[config.mk]
export PLATFORM = sky130hd
export DESIGN_NAME = flash_ctl_core
export DESIGN_NICKNAME = d
export VERILOG_FILES = /design/src/rtl/flash_ctl_pkg.sv /design/src/rtl/flash_ctl_cmd_gate.sv /design/src/rtl/flash_ctl_irq.sv /design/src/rtl/flash_ctl_cfg.sv /design/src/rtl/flash_ctl_core.sv
export SDC_FILE = /design/constraint.sdc
export NUM_CORES = 1
export LEC_CHECK = 0
export ABC_AREA = 1
export BUFFER_PORTS_ARGS = -buffer_cell sky130_fd_sc_hd__buf_2
export CAP_MARGIN = 10
export CORE_MARGIN = 5
export CORE_UTILIZATION = 50
export CTS_CLUSTER_DIAMETER = 30
export CTS_CLUSTER_SIZE = 10
export DETAILED_ROUTE_END_ITERATION = 8
export PLACE_DENSITY = 0.71
export SLEW_MARGIN = 20
export SYNTH_ARGS = -nofsm -noshare
export SYNTH_HDL_FRONTEND = slang
export SYNTH_HIERARCHICAL = 1
export SYNTH_SLANG_ARGS = --single-unit
[constraint.sdc]
create_clock -name clk -period 3 [get_ports clk]
set_clock_uncertainty 0.1 [all_clocks]
set_input_delay 0.15 -clock clk [delete_from_list [all_inputs] [get_ports clk]]
set_output_delay 0.15 -clock clk [all_outputs]
set_load 0.05 [all_outputs]
[src/rtl/flash_ctl_pkg.sv]
// Package: shared constants, operation kinds and command classification
// for the flash controller control core. Assumes 16-bit registers.
package flash_ctl_pkg;

    localparam int DATA_W = 16;

    // Register offsets on the register bus
    localparam int OFF_CMD  = 0;
    localparam int OFF_CFG1 = 1;
    localparam int OFF_CFG2 = 2;
    localparam int OFF_STAT = 4;
    localparam int OFF_INT  = 5;
    localparam int OFF_SBUF = 8;

    // Interrupt status bit positions
    localparam int INT_MASTER = 15;
    localparam int INT_RST    = 4;
    localparam int INT_ERASE  = 5;
    localparam int INT_PROG   = 6;
    localparam int INT_LOAD   = 7;

    // Error status bit positions
    localparam int ERR_CMD   = 10;
    localparam int ERR_ERASE = 11;
    localparam int ERR_PROG  = 12;
    localparam int ERR_LOAD  = 13;

    // Configuration-1 bit positions
    localparam int CFG1_POL_BIT = 6;
    localparam int CFG1_RDY_BIT = 7;

    // Reset values
    localparam logic [DATA_W-1:0] CFG1_RST    = 16'h40C0;
    localparam logic [DATA_W-1:0] CFG2_RST    = 16'h0000;
    localparam logic [DATA_W-1:0] INT_COLD    = 16'h8080;
    localparam logic [DATA_W-1:0] INT_WARM    = 16'h8010;
    localparam logic [DATA_W-1:0] CFG1_RDMASK = 16'hFFE0;
    localparam logic [DATA_W-1:0] ERR_MASK    = 16'h3C00;

    typedef enum logic [1:0] {
        OP_RESET = 2'd0,
        OP_ERASE = 2'd1,
        OP_PROG  = 2'd2,
        OP_LOAD  = 2'd3
    } op_kind_e;

    typedef enum logic [1:0] {
        CC_UNKNOWN  = 2'd0,
        CC_DISPATCH = 2'd1,
        CC_SOFTRST  = 2'd2
    } cmd_class_e;

    // Sorts a command code into executor work, in-core reset or unknown
    function automatic cmd_class_e classify_cmd(input logic [DATA_W-1:0] code);
        cmd_class_e cls;
        case (code)
            16'h0000, 16'h0013, 16'h0080, 16'h001A, 16'h001B,
            16'h0023, 16'h0027, 16'h002A, 16'h002C, 16'h0030,
            16'h0065, 16'h0071, 16'h0094, 16'h0095, 16'h00B0:
                cls = CC_DISPATCH;
            16'h00F0, 16'h00F3:
                cls = CC_SOFTRST;
            default:
                cls = CC_UNKNOWN;
        endcase
        return cls;
    endfunction

endpackage

[src/rtl/flash_ctl_cmd_gate.sv]
// Command gate: accepts a command write only when no interrupt is pending,
// holds the command register, and issues a registered start pulse to the
// executor. Unknown and reset-class commands are flagged combinationally
// in the write cycle so the other units update at the same edge.
// Assumes cmd_we is a single-cycle strobe.
module flash_ctl_cmd_gate
    import flash_ctl_pkg::*;
(
    input  logic              clk,
    input  logic              rst_n,
    input  logic              cmd_we,
    input  logic [DATA_W-1:0] wdata,
    input  logic              pending,
    output logic [DATA_W-1:0] cmd_q,
    output logic              cmd_start,
    output logic [DATA_W-1:0] cmd_code,
    output logic              unknown_cmd,
    output logic              soft_rst
);

    logic       accept;
    cmd_class_e cls;

    // Decide acceptance and class of the write in flight
    always_comb begin
        accept      = cmd_we && !pending;
        cls         = classify_cmd(wdata);
        unknown_cmd = accept && (cls == CC_UNKNOWN);
        soft_rst    = accept && (cls == CC_SOFTRST);
    end

    // Hold the command register and the executor start pulse
    always_ff @(posedge clk) begin
        if (!rst_n) begin
            cmd_q     <= '0;
            cmd_start <= 1'b0;
            cmd_code  <= '0;
        end else begin
            cmd_start <= accept && (cls == CC_DISPATCH);
            if (accept) begin
                cmd_q <= (cls == CC_SOFTRST) ? '0 : wdata;
                if (cls == CC_DISPATCH) begin
                    cmd_code <= wdata;
                end
            end
        end
    end

    assert_cmd_hold_R3: assert property (@(posedge clk) disable iff (!rst_n)
        (cmd_we && pending) |=> $stable(cmd_q));

    assert_no_start_R3: assert property (@(posedge clk) disable iff (!rst_n)
        (cmd_we && pending) |=> !cmd_start);

    assert_start_code_R4: assert property (@(posedge clk) disable iff (!rst_n)
        cmd_start |-> (cmd_code == cmd_q));

endmodule

[src/rtl/flash_ctl_irq.sv]
// Interrupt and error status: holds the interrupt status and error status
// registers. Applies write-to-clear AND masking, wipes errors when the
// master flag drops, then merges executor completions and unknown-command
// flags. Reset classes: rst_n cold, soft_rst warm.
module flash_ctl_irq
    import flash_ctl_pkg::*;
(
    input  logic              clk,
    input  logic              rst_n,
    input  logic              soft_rst,
    input  logic              unknown_cmd,
    input  logic              int_we,
    input  logic [DATA_W-1:0] wdata,
    input  logic              done_valid,
    input  logic [1:0]        done_op,
    input  logic              done_fail,
    output logic [DATA_W-1:0] int_stat,
    output logic [DATA_W-1:0] err_stat
);

    logic [DATA_W-1:0] int_masked, err_kept;
    logic [DATA_W-1:0] int_set, err_set;
    logic [DATA_W-1:0] int_next, err_next;

    // Stage one: AND-mask the interrupt register, wipe errors if master clears
    always_comb begin
        int_masked = int_we ? (int_stat & wdata) : int_stat;
        err_kept   = (int_we && !int_masked[INT_MASTER]) ? (err_stat & ~ERR_MASK) : err_stat;
    end

    // Stage two: collect bits raised by completions and unknown commands
    always_comb begin
        int_set = '0;
        err_set = '0;
        if (done_valid) begin
            int_set[INT_MASTER] = 1'b1;
            case (op_kind_e'(done_op))
                OP_RESET: int_set[INT_RST]   = 1'b1;
                OP_ERASE: int_set[INT_ERASE] = 1'b1;
                OP_PROG:  int_set[INT_PROG]  = 1'b1;
                default:  int_set[INT_LOAD]  = 1'b1;
            endcase
            if (done_fail) begin
                err_set[ERR_CMD] = 1'b1;
                case (op_kind_e'(done_op))
                    OP_ERASE: err_set[ERR_ERASE] = 1'b1;
                    OP_PROG:  err_set[ERR_PROG]  = 1'b1;
                    OP_LOAD:  err_set[ERR_LOAD]  = 1'b1;
                    default:  err_set[ERR_CMD]   = 1'b1;
                endcase
            end
        end
        if (unknown_cmd) begin
            int_set[INT_MASTER] = 1'b1;
            err_set[ERR_CMD]    = 1'b1;
        end
        int_next = int_masked | int_set;
        err_next = err_kept | err_set;
    end

    // Register the status pair with cold and warm reset values
    always_ff @(posedge clk) begin
        if (!rst_n) begin
            int_stat <= INT_COLD;
            err_stat <= '0;
        end else if (soft_rst) begin
            int_stat <= INT_WARM;
            err_stat <= '0;
        end else begin
            int_stat <= int_next;
            err_stat <= err_next;
        end
    end

    assert_done_sets_R7: assert property (@(posedge clk) disable iff (!rst_n)
        (done_valid && !soft_rst) |=> int_stat[INT_MASTER]);

    assert_fail_err_R8: assert property (@(posedge clk) disable iff (!rst_n)
        (done_valid && done_fail && !soft_rst) |=> err_stat[ERR_CMD]);

    assert_unknown_R5: assert property (@(posedge clk) disable iff (!rst_n)
        (unknown_cmd && !soft_rst) |=> (int_stat[INT_MASTER] && err_stat[ERR_CMD]));

    assert_err_wipe_R6: assert property (@(posedge clk) disable iff (!rst_n)
        (int_we && !wdata[INT_MASTER] && !done_valid && !unknown_cmd && !soft_rst)
        |=> ((err_stat & ERR_MASK) == '0));

    assert_warm_R10: assert property (@(posedge clk) disable iff (!rst_n)
        soft_rst |=> (int_stat == INT_WARM && err_stat == '0));

endmodule

[src/rtl/flash_ctl_cfg.sv]
// Configuration unit: holds both configuration registers, the start-buffer
// fields and the ready pin. Decodes the sector-count code where zero
// means the maximum count. Assumes one write strobe active per cycle.
module flash_ctl_cfg
    import flash_ctl_pkg::*;
#(
    parameter int BUF_W = 4,
    parameter int CNT_W = 2
) (
    input  logic              clk,
    input  logic              rst_n,
    input  logic              soft_rst,
    input  logic              cfg1_we,
    input  logic              cfg2_we,
    input  logic              sbuf_we,
    input  logic [DATA_W-1:0] wdata,
    output logic [DATA_W-1:0] cfg1,
    output logic [DATA_W-1:0] cfg2,
    output logic [BUF_W-1:0]  buf_sel,
    output logic [CNT_W-1:0]  cnt_raw,
    output logic [CNT_W:0]    sec_count,
    output logic              rdy
);

    localparam int CNT_MAX = 1 << CNT_W;

    // Register configuration, start-buffer fields and ready pin
    always_ff @(posedge clk) begin
        if (!rst_n || soft_rst) begin
            cfg1    <= CFG1_RST;
            cfg2    <= CFG2_RST;
            buf_sel <= '0;
            cnt_raw <= CNT_W'(1);
            rdy     <= 1'b1;
        end else begin
            if (cfg1_we) begin
                cfg1 <= wdata;
                rdy  <= wdata[CFG1_RDY_BIT];
            end
            if (cfg2_we) begin
                cfg2 <= wdata;
            end
            if (sbuf_we) begin
                buf_sel <= wdata[8 +: BUF_W];
                cnt_raw <= wdata[CNT_W-1:0];
            end
        end
    end

    // Expand the count code: zero stands for the largest count
    always_comb begin
        sec_count = (cnt_raw == '0) ? (CNT_W+1)'(CNT_MAX) : {1'b0, cnt_raw};
    end

    assert_rdy_follow_R11: assert property (@(posedge clk) disable iff (!rst_n)
        (cfg1_we && !soft_rst) |=> (rdy == $past(wdata[CFG1_RDY_BIT])));

    assert_count_range_R12: assert property (@(posedge clk) disable iff (!rst_n)
        (sec_count != '0) && (sec_count <= (CNT_W+1)'(CNT_MAX)));

endmodule

[src/rtl/flash_ctl_core.sv]
// Top of the flash controller control core. Decodes register offsets,
// wires the command gate, status unit and configuration unit together,
// and forms the read mux and the polarity-selected interrupt pin.
// Assumes reads are combinational on bus_addr with no side effects.
module flash_ctl_core
    import flash_ctl_pkg::*;
#(
    parameter int ADDR_W = 4,
    parameter int BUF_W  = 4,
    parameter int CNT_W  = 2
) (
    input  logic              clk,
    input  logic              rst_n,
    input  logic              bus_we,
    input  logic [ADDR_W-1:0] bus_addr,
    input  logic [DATA_W-1:0] bus_wdata,
    output logic [DATA_W-1:0] bus_rdata,
    input  logic              done_valid,
    input  logic [1:0]        done_op,
    input  logic              done_fail,
    output logic              cmd_start,
    output logic [DATA_W-1:0] cmd_code,
    output logic [BUF_W-1:0]  buf_sel,
    output logic [CNT_W:0]    sec_count,
    output logic              irq,
    output logic              rdy
);

    logic              sel_cmd, sel_cfg1, sel_cfg2, sel_stat, sel_int, sel_sbuf;
    logic [DATA_W-1:0] cmd_q, int_stat, err_stat, cfg1, cfg2;
    logic [CNT_W-1:0]  cnt_raw;
    logic              unknown_cmd, soft_rst;

    // Decode which register the bus addresses
    always_comb begin
        sel_cmd  = (bus_addr == ADDR_W'(OFF_CMD));
        sel_cfg1 = (bus_addr == ADDR_W'(OFF_CFG1));
        sel_cfg2 = (bus_addr == ADDR_W'(OFF_CFG2));
        sel_stat = (bus_addr == ADDR_W'(OFF_STAT));
        sel_int  = (bus_addr == ADDR_W'(OFF_INT));
        sel_sbuf = (bus_addr == ADDR_W'(OFF_SBUF));
    end

    flash_ctl_cmd_gate u_gate (
        .clk         (clk),
        .rst_n       (rst_n),
        .cmd_we      (bus_we && sel_cmd),
        .wdata       (bus_wdata),
        .pending     (int_stat[INT_MASTER]),
        .cmd_q       (cmd_q),
        .cmd_start   (cmd_start),
        .cmd_code    (cmd_code),
        .unknown_cmd (unknown_cmd),
        .soft_rst    (soft_rst)
    );

    flash_ctl_irq u_irq (
        .clk         (clk),
        .rst_n       (rst_n),
        .soft_rst    (soft_rst),
        .unknown_cmd (unknown_cmd),
        .int_we      (bus_we && sel_int),
        .wdata       (bus_wdata),
        .done_valid  (done_valid),
        .done_op     (done_op),
        .done_fail   (done_fail),
        .int_stat    (int_stat),
        .err_stat    (err_stat)
    );

    flash_ctl_cfg #(.BUF_W(BUF_W), .CNT_W(CNT_W)) u_cfg (
        .clk       (clk),
        .rst_n     (rst_n),
        .soft_rst  (soft_rst),
        .cfg1_we   (bus_we && sel_cfg1),
        .cfg2_we   (bus_we && sel_cfg2),
        .sbuf_we   (bus_we && sel_sbuf),
        .wdata     (bus_wdata),
        .cfg1      (cfg1),
        .cfg2      (cfg2),
        .buf_sel   (buf_sel),
        .cnt_raw   (cnt_raw),
        .sec_count (sec_count),
        .rdy       (rdy)
    );

    // Select read data for the addressed register
    always_comb begin
        bus_rdata = '0;
        if (sel_cmd) begin
            bus_rdata = cmd_q;
        end else if (sel_cfg1) begin
            bus_rdata = cfg1 & CFG1_RDMASK;
        end else if (sel_cfg2) begin
            bus_rdata = cfg2;
        end else if (sel_stat) begin
            bus_rdata = err_stat;
        end else if (sel_int) begin
            bus_rdata = int_stat;
        end else if (sel_sbuf) begin
            bus_rdata[8 +: BUF_W]   = buf_sel;
            bus_rdata[CNT_W-1:0]    = cnt_raw;
        end
    end

    // Interrupt pin: master flag matched against the polarity bit
    always_comb begin
        irq = ~(int_stat[INT_MASTER] ^ cfg1[CFG1_POL_BIT]);
    end

    assert_no_start_pending_R3: assert property (@(posedge clk) disable iff (!rst_n)
        (bus_we && sel_cmd && int_stat[INT_MASTER]) |=> (!cmd_start && $stable(err_stat)));

    assert_softrst_nostart_R10: assert property (@(posedge clk) disable iff (!rst_n)
        soft_rst |=> !cmd_start);

endmodule

==> results_tabular.tex <==
\begin{tabular}{lr}
\hline
Metric & Value \\
\hline
\multicolumn{2}{l}{\textbf{Cells and area}} \\
\quad Synth-to-layout area growth & 13.65\% \\
\quad Count of inserted antenna diode cells & 0 \\
\quad Total Nets Final & 725 \\
\quad Total of fill cells in the finished design & 844 \\
\quad Number of standard cells in the layout, taps in and fillers out & 811 \\
\quad Proportion of layout cells with a drive suffix above 1 & 0.2048 \\
\multicolumn{2}{l}{\textbf{Timing}} \\
\quad Shortest period the worst path allows & 2648 ps \\
\quad Worst Setup Slack, final & 351.8 ps \\
\quad Post-Route Hold Slack & 7.516 ps \\
\quad Relative slew slack & 0.3096 \\
\quad RSZ-0062 raised after global routing & no \\
\quad Maximum frequency from static timing analysis & 377.6 MHz \\
\quad Final setup violation count & 0 \\
\quad Hold violation total from the final report & 0 \\
\quad Portion of the clock cycle consumed by the worst path in the final layout & 0.8827 \\
\quad Setup\_tns & 0 ps \\
\quad Pin slew with the least headroom to its limit & 1032 ps \\
\quad Max Slew Vio Count & 0 \\
\multicolumn{2}{l}{\textbf{CTS}} \\
\quad Number of gates given a new drive strength after cts & 0 \\
\quad Count of H-tree levels built during CTS & 3 \\
\quad Register clock-pin slew on the reported worst setup and hold paths & 100 ps \\
\quad Number of buffers between clock root and the deepest sink & 2 \\
\quad Worst skew pair latency & 350 ps \\
\quad Root Buffer & clkbuf\_8 \\
\quad Number of buffers created by CTS & 9 \\
\quad CTS tree & yes \\
\quad CTS sink count & 86 \\
\multicolumn{2}{l}{\textbf{Flow run}} \\
\quad Number of max-cap violations & 0 \\
\multicolumn{2}{l}{\textbf{Power}} \\
\quad Worst vdd ir & 0.0002782 V \\
\quad Reported leakage power & 2.322 nW \\
\quad Power density normalized to cell area & 478.8 mW/mm2 \\
\multicolumn{2}{l}{\textbf{Detailed routing}} \\
\quad Number of iterations in the first detailed-routing pass & 5 \\
\quad Total via count in the routed design & 4235 \\
\quad Number of remaining DRC errors & 0 \\
\quad Via density per instance & 5.222 \\
\quad Post-DR wirelength/cell & 14.58 um \\
\quad Post-detailed-routing wire length & 11.83 mm \\
\quad Number of DRC violations after detailed-routing iteration 0 & 301 \\
\quad Number of antenna-violating nets in the routed design & 0 \\
\multicolumn{2}{l}{\textbf{Floorplanning}} \\
\quad CORE AREA & 0.008678 mm2 \\
\quad Initial core utilization & 0.5082 \\
\quad Area enclosed by the die boundary & 0.01080 mm2 \\
\quad Standard-cell row count & 34 \\
\quad Die Height & 103.9 um \\
\quad Die W & 103.9 um \\
\quad Count of boundary I/O pins & 69 \\
\multicolumn{2}{l}{\textbf{Synthesis}} \\
\quad Number of instances in the synthesized netlist & 632 \\
\quad Netlist area before placement & 0.004410 mm2 \\
\quad Synth warnings & 6 \\
\quad Mapped Avg Cell Area & 6.979 um2 \\
\multicolumn{2}{l}{\textbf{Global routing}} \\
\quad Initial antenna violation count & 0 \\
\quad Total GRT Usage & 0.2222 \\
\quad Largest net degree at the start of global routing & 33 \\
\quad Via count of the first global-routing pass & 4073 \\
\quad Global-route wire length before repair & 19.81 mm \\
\quad Total global routing overflow & 0 \\
\multicolumn{2}{l}{\textbf{Critical path}} \\
\quad Largest incremental delay on the critical path & 530 ps \\
\quad Sequence of cells on the critical path & dlygate4sd3\_1 -> buf\_2 -> nor2\_1 -> nand3\_1 -> nor2\_4 -> nand4\_1 -> inv\_1 -> inv\_1 -> nand2\_2 -> buf\_4 -> a21oi\_1 \\
\quad Slowest stage cell, crit path & dlygate4sd3\_1 \\
\quad Crit path DAT & 2810 ps \\
\quad Crit end category & flip-flop \\
\quad Type of element launching the critical path & input port \\
\quad Largest fanout on the critical path & 25 \\
\quad Worst Reg-to-Reg Cells & 7 \\
\quad Data required time of the worst path & 3160 ps \\
\quad Path type of the worst setup path & in -> reg \\
\quad CP most frequent cell & inv\_1 \\
\multicolumn{2}{l}{\textbf{Placement}} \\
\quad Final estimated routing congestion in global placement & 0.9064 \\
\quad Setup Slack @ Placement & 576.6 ps \\
\quad Count of buffers from port buffering & 68 \\
\quad Total half-perimeter wirelength after legalization and detailed placement & 8.550 mm \\
\quad Cell count after placement & 784 \\
\multicolumn{2}{l}{\textbf{Run status}} \\
\quad Status & finished, final reports clean \\
\multicolumn{2}{l}{\textbf{Min path}} \\
\quad Tightest Hold Check Type & in -> reg \\
\quad Hold Crit Depth & 3 \\
\hline
\end{tabular}
## through the flow
stage	power (mW)	cell area, um2	util
floorplan	1.339	4452	-
global placement	1.396	4653	0.5362
detailed placement	1.399	4653	0.5362
CTS	2.411	5012	0.5776
global route	2.498	5012	0.5776
finish	2.400	5012	0.5776
## cell type report
| class | instances | area [um2] | share of cell area |
|---|---|---|---|
| Inverter | 79 | 309.0 | 0.06166 |
| Timing Repair Buffer | 86 | 503.0 | 0.1003 |
| Tap cell | 108 | 135.1 | 0.02696 |
| Sequential cell | 86 | 1722 | 0.3435 |
| Clock inverter | 7 | 125.1 | 0.02496 |
| Clock buffer | 9 | 123.9 | 0.02471 |
| Multi-Input combinational cell | 436 | 2095 | 0.4179 |
## worst max-delay path: cells and delay by family
kind | cells | cell delay, ps
AO/OA/AOI/OAI | 1 | 50
AND/OR/NAND/NOR | 5 | 1390
buffers and inverters | 5 | 1200
## cell usage in the layout (no fill, tap or decap), types with 2 or more instances in the layout
cell / instances
buf_4: 7
dlygate4sd3_1: 11
clkbuf_8: 9
inv_1: 72
nand3_1: 58
buf_2: 68
nand4_1: 21
and3_1: 7
a21oi_1: 31
nor2_2: 7
nand2_1: 155
o21ai_0: 27
bufinv_16: 3
nor2_4: 3
nor3_2: 3
a21oi_2: 12
inv_2: 5
dfxtp_1: 86
or2_0: 2
conb_1: 12
nor3_1: 4
nor2_1: 64
nand2_2: 17
o2111ai_1: 6
inv_6: 4
## power by group
part | internal (mW) | switching, mW | total [mW]
registers | 1.15 | 0.00657 | 1.16
clock network | 0.564 | 0.451 | 1.01
logic | 0.0627 | 0.165 | 0.228
total | 1.78 | 0.622 | 2.40
## layer usage
| layer | GRT usage | wire [um] |
|---|---|---|
| met2 | 0.3739 | 5677 |
| met1 | 0.2766 | 5077 |
| met3 | 0.03786 | 692 |
| met5 | 0 | 0 |
| met4 | 0.1018 | 380 |
## sequential cells by signal (all words and copies together), names as in the netlist, named ones only
register,count
u_gate/cmd_code,16
u_irq/err_stat,4
u_cfg/cfg2,16
u_gate/cmd_start,1
u_cfg/cnt_raw,2
u_cfg/cfg1,11
u_cfg/buf_sel,4
u_gate/cmd_q,16
u_irq/int_stat,12
## what timing repair did
item,4_1_cts,5_1_grt
endpoints found under the hold margin,15,0
buffers inserted,0,0
hold buffers,11,0
## worst paths after layout
path / from / end / slack, ps
hold reg to reg: u_irq/int_stat[13] / u_irq/int_stat[13] / 350
setup reg to reg: u_irq/int_stat[15] / u_cfg/cfg1[5] / 870
hold / removal: bus_wdata[2] / u_cfg/cfg2[2] / 8
setup / recovery: bus_wdata[10] / u_cfg/cfg1[5] / 350
(Power assumes the default switching activity.)
